--- src/rtl/tmr_pkg.sv ---
package tmr_pkg;
  localparam int BYTE_W = 8;
  localparam int ADDR_W = 3;

  typedef enum logic [1:0] {
    MD_13    = 2'd0,
    MD_16    = 2'd1,
    MD_8R    = 2'd2,
    MD_SPLIT = 2'd3
  } tmr_mode_e;

  typedef enum logic [ADDR_W-1:0] {
    A_MODE = 3'd0,
    A_CTRL = 3'd1,
    A_LO0  = 3'd2,
    A_HI0  = 3'd3,
    A_LO1  = 3'd4,
    A_HI1  = 3'd5
  } tmr_addr_e;
endpackage

--- src/rtl/tmr_pin_edge.sv ---
// Samples a pin once per tick and flags a high-to-low change between samples.
module tmr_pin_edge (
  input  logic clk,
  input  logic rst_n,
  input  logic tick,
  input  logic pin,
  output logic fall
);
  logic last_q;

  always_ff @(posedge clk) begin
    if (!rst_n)    last_q <= 1'b1;
    else if (tick) last_q <= pin;
  end

  assign fall = tick & last_q & ~pin;
endmodule

--- src/rtl/tmr_extint.sv ---
// One external interrupt flag: edge-set with acknowledge, or level-following.
module tmr_extint (
  input  logic clk,
  input  logic rst_n,
  input  logic tick,
  input  logic pin,
  input  logic fall,
  input  logic edge_mode,
  input  logic ack,
  input  logic wr,
  input  logic wbit,
  output logic flag
);
  always_ff @(posedge clk) begin
    if (!rst_n)         flag <= 1'b0;
    else if (wr)        flag <= wbit;
    else if (edge_mode) begin
      if (fall)         flag <= 1'b1;
      else if (ack)     flag <= 1'b0;
    end
    else if (tick)      flag <= ~pin;
  end
endmodule

--- src/rtl/tmr_chan.sv ---
// One channel's count bytes and the next-value logic for its four layouts.
module tmr_chan
  import tmr_pkg::*;
#(
  parameter int DW    = 8,
  parameter int PW    = 5,
  parameter bit SPLIT = 1'b0
) (
  input  logic          clk,
  input  logic          rst_n,
  input  tmr_mode_e     mode,
  input  logic          inc,
  input  logic          inc_hi,
  input  logic          wr_lo,
  input  logic          wr_hi,
  input  logic [DW-1:0] wdata,
  output logic [DW-1:0] lo,
  output logic [DW-1:0] hi,
  output logic          ovf,
  output logic          ovf_hi
);
  logic [DW-1:0] nlo, nhi;
  logic [DW-1:0] sp_lo, sp_hi;
  logic          sp_ovf, sp_ovf_hi;

  generate
    if (SPLIT) begin : g_split
      always_comb begin
        sp_lo     = inc    ? lo + 1'b1 : lo;
        sp_hi     = inc_hi ? hi + 1'b1 : hi;
        sp_ovf    = inc    & (&lo);
        sp_ovf_hi = inc_hi & (&hi);
      end
    end else begin : g_hold
      always_comb begin
        sp_lo     = lo;
        sp_hi     = hi;
        sp_ovf    = 1'b0;
        sp_ovf_hi = 1'b0;
      end
    end
  endgenerate

  always_comb begin
    nlo    = lo;
    nhi    = hi;
    ovf    = 1'b0;
    ovf_hi = 1'b0;
    unique case (mode)
      MD_13: if (inc) begin
        if (&lo[PW-1:0]) begin
          nlo[PW-1:0] = '0;
          nhi         = hi + 1'b1;
          ovf         = &hi;
        end else begin
          nlo[PW-1:0] = lo[PW-1:0] + 1'b1;
        end
      end
      MD_16: if (inc) begin
        {nhi, nlo} = {hi, lo} + 1'b1;
        ovf        = &{hi, lo};
      end
      MD_8R: if (inc) begin
        if (&lo) begin
          nlo = hi;
          ovf = 1'b1;
        end else begin
          nlo = lo + 1'b1;
        end
      end
      MD_SPLIT: begin
        nlo    = sp_lo;
        nhi    = sp_hi;
        ovf    = sp_ovf;
        ovf_hi = sp_ovf_hi;
      end
      default: ;
    endcase
  end

  always_ff @(posedge clk) begin
    if (!rst_n) begin
      lo <= '0;
      hi <= '0;
    end else begin
      lo <= wr_lo ? wdata : nlo;
      hi <= wr_hi ? wdata : nhi;
    end
  end
endmodule

--- src/rtl/tmr_dual.sv ---
module tmr_dual
  import tmr_pkg::*;
#(
  parameter int DW = BYTE_W,
  parameter int PW = 5
) (
  input  logic              clk,
  input  logic              rst_n,
  input  logic              tick,
  input  logic [1:0]        cnt_pin,
  input  logic [1:0]        xint_pin,
  input  logic              reg_we,
  input  logic [ADDR_W-1:0] reg_addr,
  input  logic [DW-1:0]     reg_wdata,
  output logic [DW-1:0]     reg_rdata,
  input  logic [1:0]        ack_tmr,
  input  logic [1:0]        ack_ext,
  output logic [1:0]        irq_tmr,
  output logic [1:0]        irq_ext,
  output logic              baud_pulse
);
  localparam int NCH = 2;

  logic [DW-1:0]  mode_q;
  logic [NCH-1:0] tr_q, it_q, tf_q, ie_q, tf_set;
  logic [NCH-1:0] c_fall, x_fall, gate_ok, pulse;
  logic [DW-1:0]  lo0, hi0, lo1, hi1;
  logic           ovf0, ovf0_hi, ovf1, ovf1_hi;
  logic           split_on, inc0, inc1, inc0_hi;
  logic           wr_mode, wr_ctrl;

  assign wr_mode = reg_we && (reg_addr == A_MODE);
  assign wr_ctrl = reg_we && (reg_addr == A_CTRL);

  // Per-channel pin sampling, gating and external flags.
  for (genvar c = 0; c < NCH; c++) begin : g_ch
    tmr_pin_edge u_cnt_edge (
      .clk(clk), .rst_n(rst_n), .tick(tick), .pin(cnt_pin[c]), .fall(c_fall[c])
    );
    tmr_pin_edge u_x_edge (
      .clk(clk), .rst_n(rst_n), .tick(tick), .pin(xint_pin[c]), .fall(x_fall[c])
    );
    tmr_extint u_ext (
      .clk(clk), .rst_n(rst_n), .tick(tick), .pin(xint_pin[c]), .fall(x_fall[c]),
      .edge_mode(it_q[c]), .ack(ack_ext[c]), .wr(wr_ctrl),
      .wbit(reg_wdata[2*c+1]), .flag(ie_q[c])
    );
    assign gate_ok[c] = ~mode_q[4*c+3] | xint_pin[c];
    assign pulse[c]   = mode_q[4*c+2] ? c_fall[c] : tick;
  end

  assign split_on = (tmr_mode_e'(mode_q[1:0]) == MD_SPLIT);
  assign inc0     = tr_q[0] & gate_ok[0] & pulse[0];
  assign inc1     = (split_on | tr_q[1]) & gate_ok[1] & pulse[1];
  assign inc0_hi  = split_on & tick & tr_q[1];

  tmr_chan #(.DW(DW), .PW(PW), .SPLIT(1'b1)) u_ch0 (
    .clk(clk), .rst_n(rst_n), .mode(tmr_mode_e'(mode_q[1:0])),
    .inc(inc0), .inc_hi(inc0_hi),
    .wr_lo(reg_we && reg_addr == A_LO0), .wr_hi(reg_we && reg_addr == A_HI0),
    .wdata(reg_wdata), .lo(lo0), .hi(hi0), .ovf(ovf0), .ovf_hi(ovf0_hi)
  );

  tmr_chan #(.DW(DW), .PW(PW), .SPLIT(1'b0)) u_ch1 (
    .clk(clk), .rst_n(rst_n), .mode(tmr_mode_e'(mode_q[5:4])),
    .inc(inc1), .inc_hi(1'b0),
    .wr_lo(reg_we && reg_addr == A_LO1), .wr_hi(reg_we && reg_addr == A_HI1),
    .wdata(reg_wdata), .lo(lo1), .hi(hi1), .ovf(ovf1), .ovf_hi(ovf1_hi)
  );

  assign tf_set[0] = ovf0;
  assign tf_set[1] = split_on ? ovf0_hi : ovf1;

  always_ff @(posedge clk) begin
    if (!rst_n) begin
      mode_q     <= '0;
      tr_q       <= '0;
      it_q       <= '0;
      tf_q       <= '0;
      baud_pulse <= 1'b0;
    end else begin
      baud_pulse <= ovf1;
      if (wr_mode) mode_q <= reg_wdata;
      if (wr_ctrl) begin
        tf_q <= {reg_wdata[7], reg_wdata[5]};
        tr_q <= {reg_wdata[6], reg_wdata[4]};
        it_q <= {reg_wdata[2], reg_wdata[0]};
      end else begin
        for (int c = 0; c < NCH; c++) begin
          if (tf_set[c])       tf_q[c] <= 1'b1;
          else if (ack_tmr[c]) tf_q[c] <= 1'b0;
        end
      end
    end
  end

  always_comb begin
    unique case (reg_addr)
      A_MODE:  reg_rdata = mode_q;
      A_CTRL:  reg_rdata = {tf_q[1], tr_q[1], tf_q[0], tr_q[0],
                            ie_q[1], it_q[1], ie_q[0], it_q[0]};
      A_LO0:   reg_rdata = lo0;
      A_HI0:   reg_rdata = hi0;
      A_LO1:   reg_rdata = lo1;
      A_HI1:   reg_rdata = hi1;
      default: reg_rdata = '0;
    endcase
  end

  assign irq_tmr = tf_q;
  assign irq_ext = ie_q;
endmodule

--- config.mk ---
export PLATFORM = sky130hd
export DESIGN_NAME = tmr_dual
export DESIGN_NICKNAME = d
export VERILOG_FILES = /design/src/rtl/tmr_pkg.sv /design/src/rtl/tmr_pin_edge.sv /design/src/rtl/tmr_extint.sv /design/src/rtl/tmr_chan.sv /design/src/rtl/tmr_dual.sv
export SDC_FILE = /design/constraint.sdc
export NUM_CORES = 1
export LEC_CHECK = 0
export CAP_MARGIN = 25
export CORE_MARGIN = 3
export CORE_UTILIZATION = 63
export CTS_BUF_LIST = sky130_fd_sc_hd__clkbuf_4 sky130_fd_sc_hd__clkbuf_8 sky130_fd_sc_hd__clkbuf_16
export DETAILED_ROUTE_END_ITERATION = 10
export PLACE_DENSITY = 0.86
export SKIP_CTS_REPAIR_TIMING = 1
export SYNTH_ARGS = -nofsm -noshare
export SYNTH_HDL_FRONTEND = slang
export SYNTH_SLANG_ARGS = --single-unit
--- constraint.sdc ---
create_clock -name clk -period 5.4 [get_ports clk]
set_input_delay 1.08 -clock clk [delete_from_list [all_inputs] [get_ports clk]]
set_output_delay 1.08 -clock clk [all_outputs]
set_load 0.02 [all_outputs]
[After elaboration in Yosys (flattened, before gate mapping)]
Index checks and enable logic that the tools add are counted.
Operators by class
  reduce and logical (&&, ||, !) cells: 33
  muxes and demuxes: 59
  equality and inequality tests: 28
  add/subtract/negate cells: 8
  bitwise gates (word level): 25
Operators with widths (number)
  $mux W8: 18
  $pmux W8 S6: 1
  $add A16 B1 Y16 const B: 2
  $add A8 B1 Y8 const B: 4
  $reduce_and A16 Y1: 2
  $reduce_and A8 Y1: 4
  $mux W1: 27
  $ne A3 B1 Y1 const B: 9
  $pmux W8 S3: 1
  $mux W5: 4
  $pmux W5 S4: 1
  $reduce_bool A3 Y1: 6
  $and A1 B1 Y1: 16
  $pmux W8 S2: 1
  $reduce_and A4 Y1: 4
  $ne A3 B2 Y1 const B: 5
  $pmux W5 S3: 1
  $reduce_and A5 Y1: 3
  $add A5 B1 Y5 const B: 2
  $pmux W3 S3: 1
  $eq A2 B2 Y1 const B: 4
  $ne A4 B2 Y1 const B: 2
  $pmux W1 S4: 2
  $reduce_bool A4 Y1: 2
  14 further kinds: 31
Word-level totals
  logic and storage cells: 171
  input port bits: 23
  register bits after elaboration: 53

[Depth between registers and ports, before layout]
  depth after elaboration: 9
  depth in mapped cells: 9

[By module]
A second synthesis with hierarchy kept.
Second synthesis, totals
  cell total of the unflattened synthesis: 544
  area total of the unflattened synthesis: 4251.6 sq um
By module, submodules not included
  tmr_chan at u_ch0: sequential area each 320.3 sq um, cells each 203, area each 1502.7 sq um, times used 1
  tmr_chan at u_ch1: sequential area each 320.3 sq um, cells each 171, area each 1320.0 sq um, times used 1
  tmr_dual: sequential area each 300.3 sq um, cells each 138, area each 1121.1 sq um, times used 1
  tmr_pin_edge: sequential area each 20.0 sq um, cells each 4, area each 43.8 sq um, times used 4
  tmr_extint: sequential area each 20.0 sq um, cells each 8, area each 66.3 sq um, times used 2

[Least setup slack after synthesis]
Ideal clock, no wire load.
  path type: input-to-output
  start point: input reg_addr[0]
  end point: output reg_rdata[3]
  data required time: 4.320 ns
  buffers on the path: 3
  cell stages on the path: 5
  setup slack: 1.749 ns
  data arrival time: 2.571 ns
  cell sequence: clkbuf_1 > clkbuf_1 > buf_1 > a22oi_1 > o221ai_1
On the way
  longest elaborated chain between the ends: 2
RTL lines
  start: declaration: line tmr_dual.sv:13  | input logic [ADDR_W-1:0] reg_addr,
  $eq A3 B3 Y1, or another cell as far along: line tmr_dual.sv:98  | unique case (reg_addr)
  $pmux W8 S6 *: line tmr_dual.sv:98
  end: declaration: line tmr_dual.sv:15  | output logic [DW-1:0] reg_rdata,
Mark *: on every way between the ends. The rest lies on a longest branch, timed or not.

[Worst setup path in the final report]
  start point: input reg_addr[0]
  end point: output reg_rdata[4]
Same word-level chain as after synthesis.

==> impl_metrics.csv <==
group,metric,value,unit
drt,drtIter0Drc,466,
worst_setup_path,critPathCaptureType,"output pin",
global_routing,grt_max_degree,40,
worst_setup_path,required,4.32,ns
yosys,synth_edf_count,0,
yosys,synth_fp_nets,549,
power_and_ir_drop,comb_power_share,17.6,%
worst_setup_path,path_class,"input port to output pin",
global_routing,overflow,0,
worst_setup_path,cp-startpoint,"reg_addr[0]",
die,dieHeight,84.2,um
timing,fin_setup_tns,0,ns
timing,min_period_over_period,83.9,%
power_and_ir_drop,power_density,192,nW/um^2
global_routing,antenna_found_initial,0,
die,pin_count,36,
cells_and_area,final_nets,563,
yosys,ys_ff_latch,53,
worst_setup_path,r2r_cells,8,
worst_setup_path,reg2reg_to,"u_ch0.hi[7]$_SDFFE_PN0P_",
worst_setup_path,worstPathMaxFanout,23,
drt,via_count,4237,
cts,htree_num_levels,2,
worst_setup_path,max_stage_delay,1.02,ns
die,start_util,67.5,%
power_and_ir_drop,power.share.clock,29.5,%
cts,numCtsBuffers,5,
worst_setup_path,reg2reg_slack,2.48,ns
worst_setup_path,crit_top_cell,"clkdlybuf4s50_1",
cts,ctsRootBufferMaster,"clkbuf_8",
drt,routed_wl,12700,um
timing,min_period,4.53,ns
cells_and_area,finalNonFillerCells,598,
yosys,ys_seq_area_share,27.6,%
yosys,syn_inst,511,
cells_and_area,final_area,4280,um^2
die,core_area,5710,um^2
placed_design,dp_hpwl,8990,um
cells_and_area,n_antenna_cell,0,
cts,clkSinkCount,53,
yosys,netlist_top_cells_area,"dfxtp_1, nand2_1, ha_1",
timing,final_max_slew_viol_count,0,
cells_and_area,drive_above_1_share,5.70,%
yosys,synth.cell_area,3850,um^2
global_routing,grt_use_total,36.0,%
yosys,synth_ff_type,"dfxtp_1",
worst_setup_path,path_cells,"clkdlybuf4s50_1 > nor2b_1 > a22oi_1 > o22ai_1 > clkdlybuf4s50_1",
die,row_count,27,
yosys,synth_top_area_cell,"dfxtp_1",
worst_setup_path,startpoint_type,"input port",
power_and_ir_drop,leakage,1.44,nW
die,die_x,84.2,um
cells_and_area,nFillCells,467,
yosys,synth-async-reset-ratio,0,%
timing,finalClockSkew,0.0102,ns
timing,hold_violations,0,
cts,clock_path_buffers,2,
cells_and_area,area_delta_synth_final,11.1,%
drt,vias_per_cell,7.09,
run,maxCapViolCount,0,
placed_design,dp.cells,590,
placed_design,place_area,4190,um^2
timing,slew_headroom,39.3,%
cells_and_area,fin_util,75.0,%
cts,insertion_delay,0.32,ns
worst_setup_path,crit_path_top_delay_cell,"clkdlybuf4s50_1",
drt,drtAntennaViolNets,0,
cells_and_area,mostFrequentLayoutCell,"nand2_1",
placed_design,port_buffers,35,
placed_design,place.gp.congestion,1.01,
timing,tightest_slew,0.904,ns
cells_and_area,mostFrequentLayoutCells,"nand2_1, dfxtp_1, nor2_1",
yosys,ys_types,57,
power_and_ir_drop,p_int,0.562,mW
worst_setup_path,r2r-start,"u_ch0.lo[0]$_SDFFE_PN0P_",
worst_hold_path,hold_class,"register to register",
timing,setup_viol,0,
global_routing,grt_pass1_vias,3939,
drt,drc,0,
worst_setup_path,cp-endpoint,"reg_rdata[4]",
drt,dr.pass1.iters,5,
yosys,synth.avg_cell_area,7.54,um^2
die,dieArea,7090,um^2
global_routing,grt_pass1_wl,20500,um
drt,wl_per_cell,21.2,um
cts,clkTransAtPathRegs,0.11,ns
power_and_ir_drop,power.switching,0.259,mW
worst_setup_path,arrival,3.45,ns
timing,whs,0.495,ns
yosys,post-synth-top-area-fraction,27.6,%
power_and_ir_drop,p_sw_share,31.6,%
cts,cts_tree,"done",
power_and_ir_drop,ir_worst_vdd,0.000131,V
yosys,ys_warn_count,0,
power_and_ir_drop,p_seq_share,52.9,%
timing,rsz0062_at_grt,"no",
timing,timing.fmax,0.221,GHz
outcome,status,"completed",
==> worst min path at each step <==
stage / start / end / slack [ns] / cells after the start
detailed placement: g_ch[0].u_cnt_edge.last_q$_SDFFE_PN1P_ / g_ch[0].u_cnt_edge.last_q$_SDFFE_PN1P_ / 0.46 / 2
global placement: g_ch[1].u_cnt_edge.last_q$_SDFFE_PN1P_ / g_ch[1].u_cnt_edge.last_q$_SDFFE_PN1P_ / 0.46 / 2
finish: g_ch[1].u_cnt_edge.last_q$_SDFFE_PN1P_ / g_ch[1].u_cnt_edge.last_q$_SDFFE_PN1P_ / 0.50 / 2
CTS: g_ch[1].u_cnt_edge.last_q$_SDFFE_PN1P_ / g_ch[1].u_cnt_edge.last_q$_SDFFE_PN1P_ / 0.50 / 2
floorplan: g_ch[0].u_cnt_edge.last_q$_SDFFE_PN1P_ / g_ch[0].u_cnt_edge.last_q$_SDFFE_PN1P_ / 0.44 / 2
global route: g_ch[0].u_cnt_edge.last_q$_SDFFE_PN1P_ / g_ch[0].u_cnt_edge.last_q$_SDFFE_PN1P_ / 0.50 / 2
==> critical path, delay by kind of cell <==
kind	cells	cell delay, ns
AOI/OAI and AO/OA	2	0.38
buffers and inverters	2	1.69
and+or+nand+nor	1	0.30
==> metrics by stage <==
stage               worst slack (ns)  total power, mW
floorplan                       1.75            0.521
global placement               0.955            0.577
detailed placement             0.920            0.581
CTS                            0.904            0.818
global route                   0.727            0.849
finish                         0.870            0.821
==> synth_stat cells (8+ instances only) <==
| master | instances |
|---|---|
| xor2_1 | 9 |
| nor3_1 | 13 |
| a21oi_1 | 23 |
| nand2_1 | 71 |
| inv_1 | 20 |
| nand2b_1 | 9 |
| ha_1 | 15 |
| a31oi_1 | 17 |
| clkbuf_1 | 24 |
| nor2_1 | 42 |
| dfxtp_1 | 53 |
| nand4_1 | 10 |
| or3_1 | 8 |
| o22ai_1 | 13 |
| o21ai_0 | 37 |
| nand3_1 | 16 |
| mux2i_1 | 16 |
==> kinds of logic after synthesis <==
family          after synthesis  share of synthesized area [%]
simple gates                196                           24.3
xor+xnor                     13                           2.96
compound gates              156                           27.1
flops                        53                           27.6
fa+ha+maj                    15                           4.87
buf+inv                      53                           5.56
mux                          25                           7.67
==> power groups by stage <==
stage	clock network (mW)	registers (mW)	logic [mW]
after global placement	0	0.441	0.136
after floorplan	0	0.430	0.0903
after CTS	0.245	0.433	0.141
after global routing	0.258	0.436	0.156
after detailed placement	0	0.441	0.140
final	0.242	0.434	0.144
==> routing by layer <==
layer / up-vias / share of wire [%] / track usage (%)
li1: 1924 / - / -
met3: 52 / 11 / 5.40
met2: 304 / 43 / 53.8
met5: - / 0 / 0
met1: 1957 / 40 / 50.4
met4: 0 / 5.4 / 18.3
==> registers in the layout, summed over array words and instances, names as in the netlist <==
name                    flops
u_ch1.hi                    8
g_ch.u_x_edge.last_q        2
g_ch.u_ext.flag             2
g_ch.u_cnt_edge.last_q      2
u_ch1.lo                    8
mode_q                      8
it_q                        2
u_ch0.hi                    8
irq_tmr                     2
tr_q                        2
u_ch0.lo                    8
baud_pulse                  1
==> layout make-up <==
class	count	area, um^2	share of cell area (%)
repair buffers	39	380	8.89
clock inverters	3	25.0	0.585
multi-input cells	405	2580	60.2
inverters	21	78.8	1.84
clock buffers	5	68.8	1.61
well taps	72	90.1	2.10
flip-flops and latches	53	1060	24.8
Note: power is estimated with default switching activity, not from simulation.
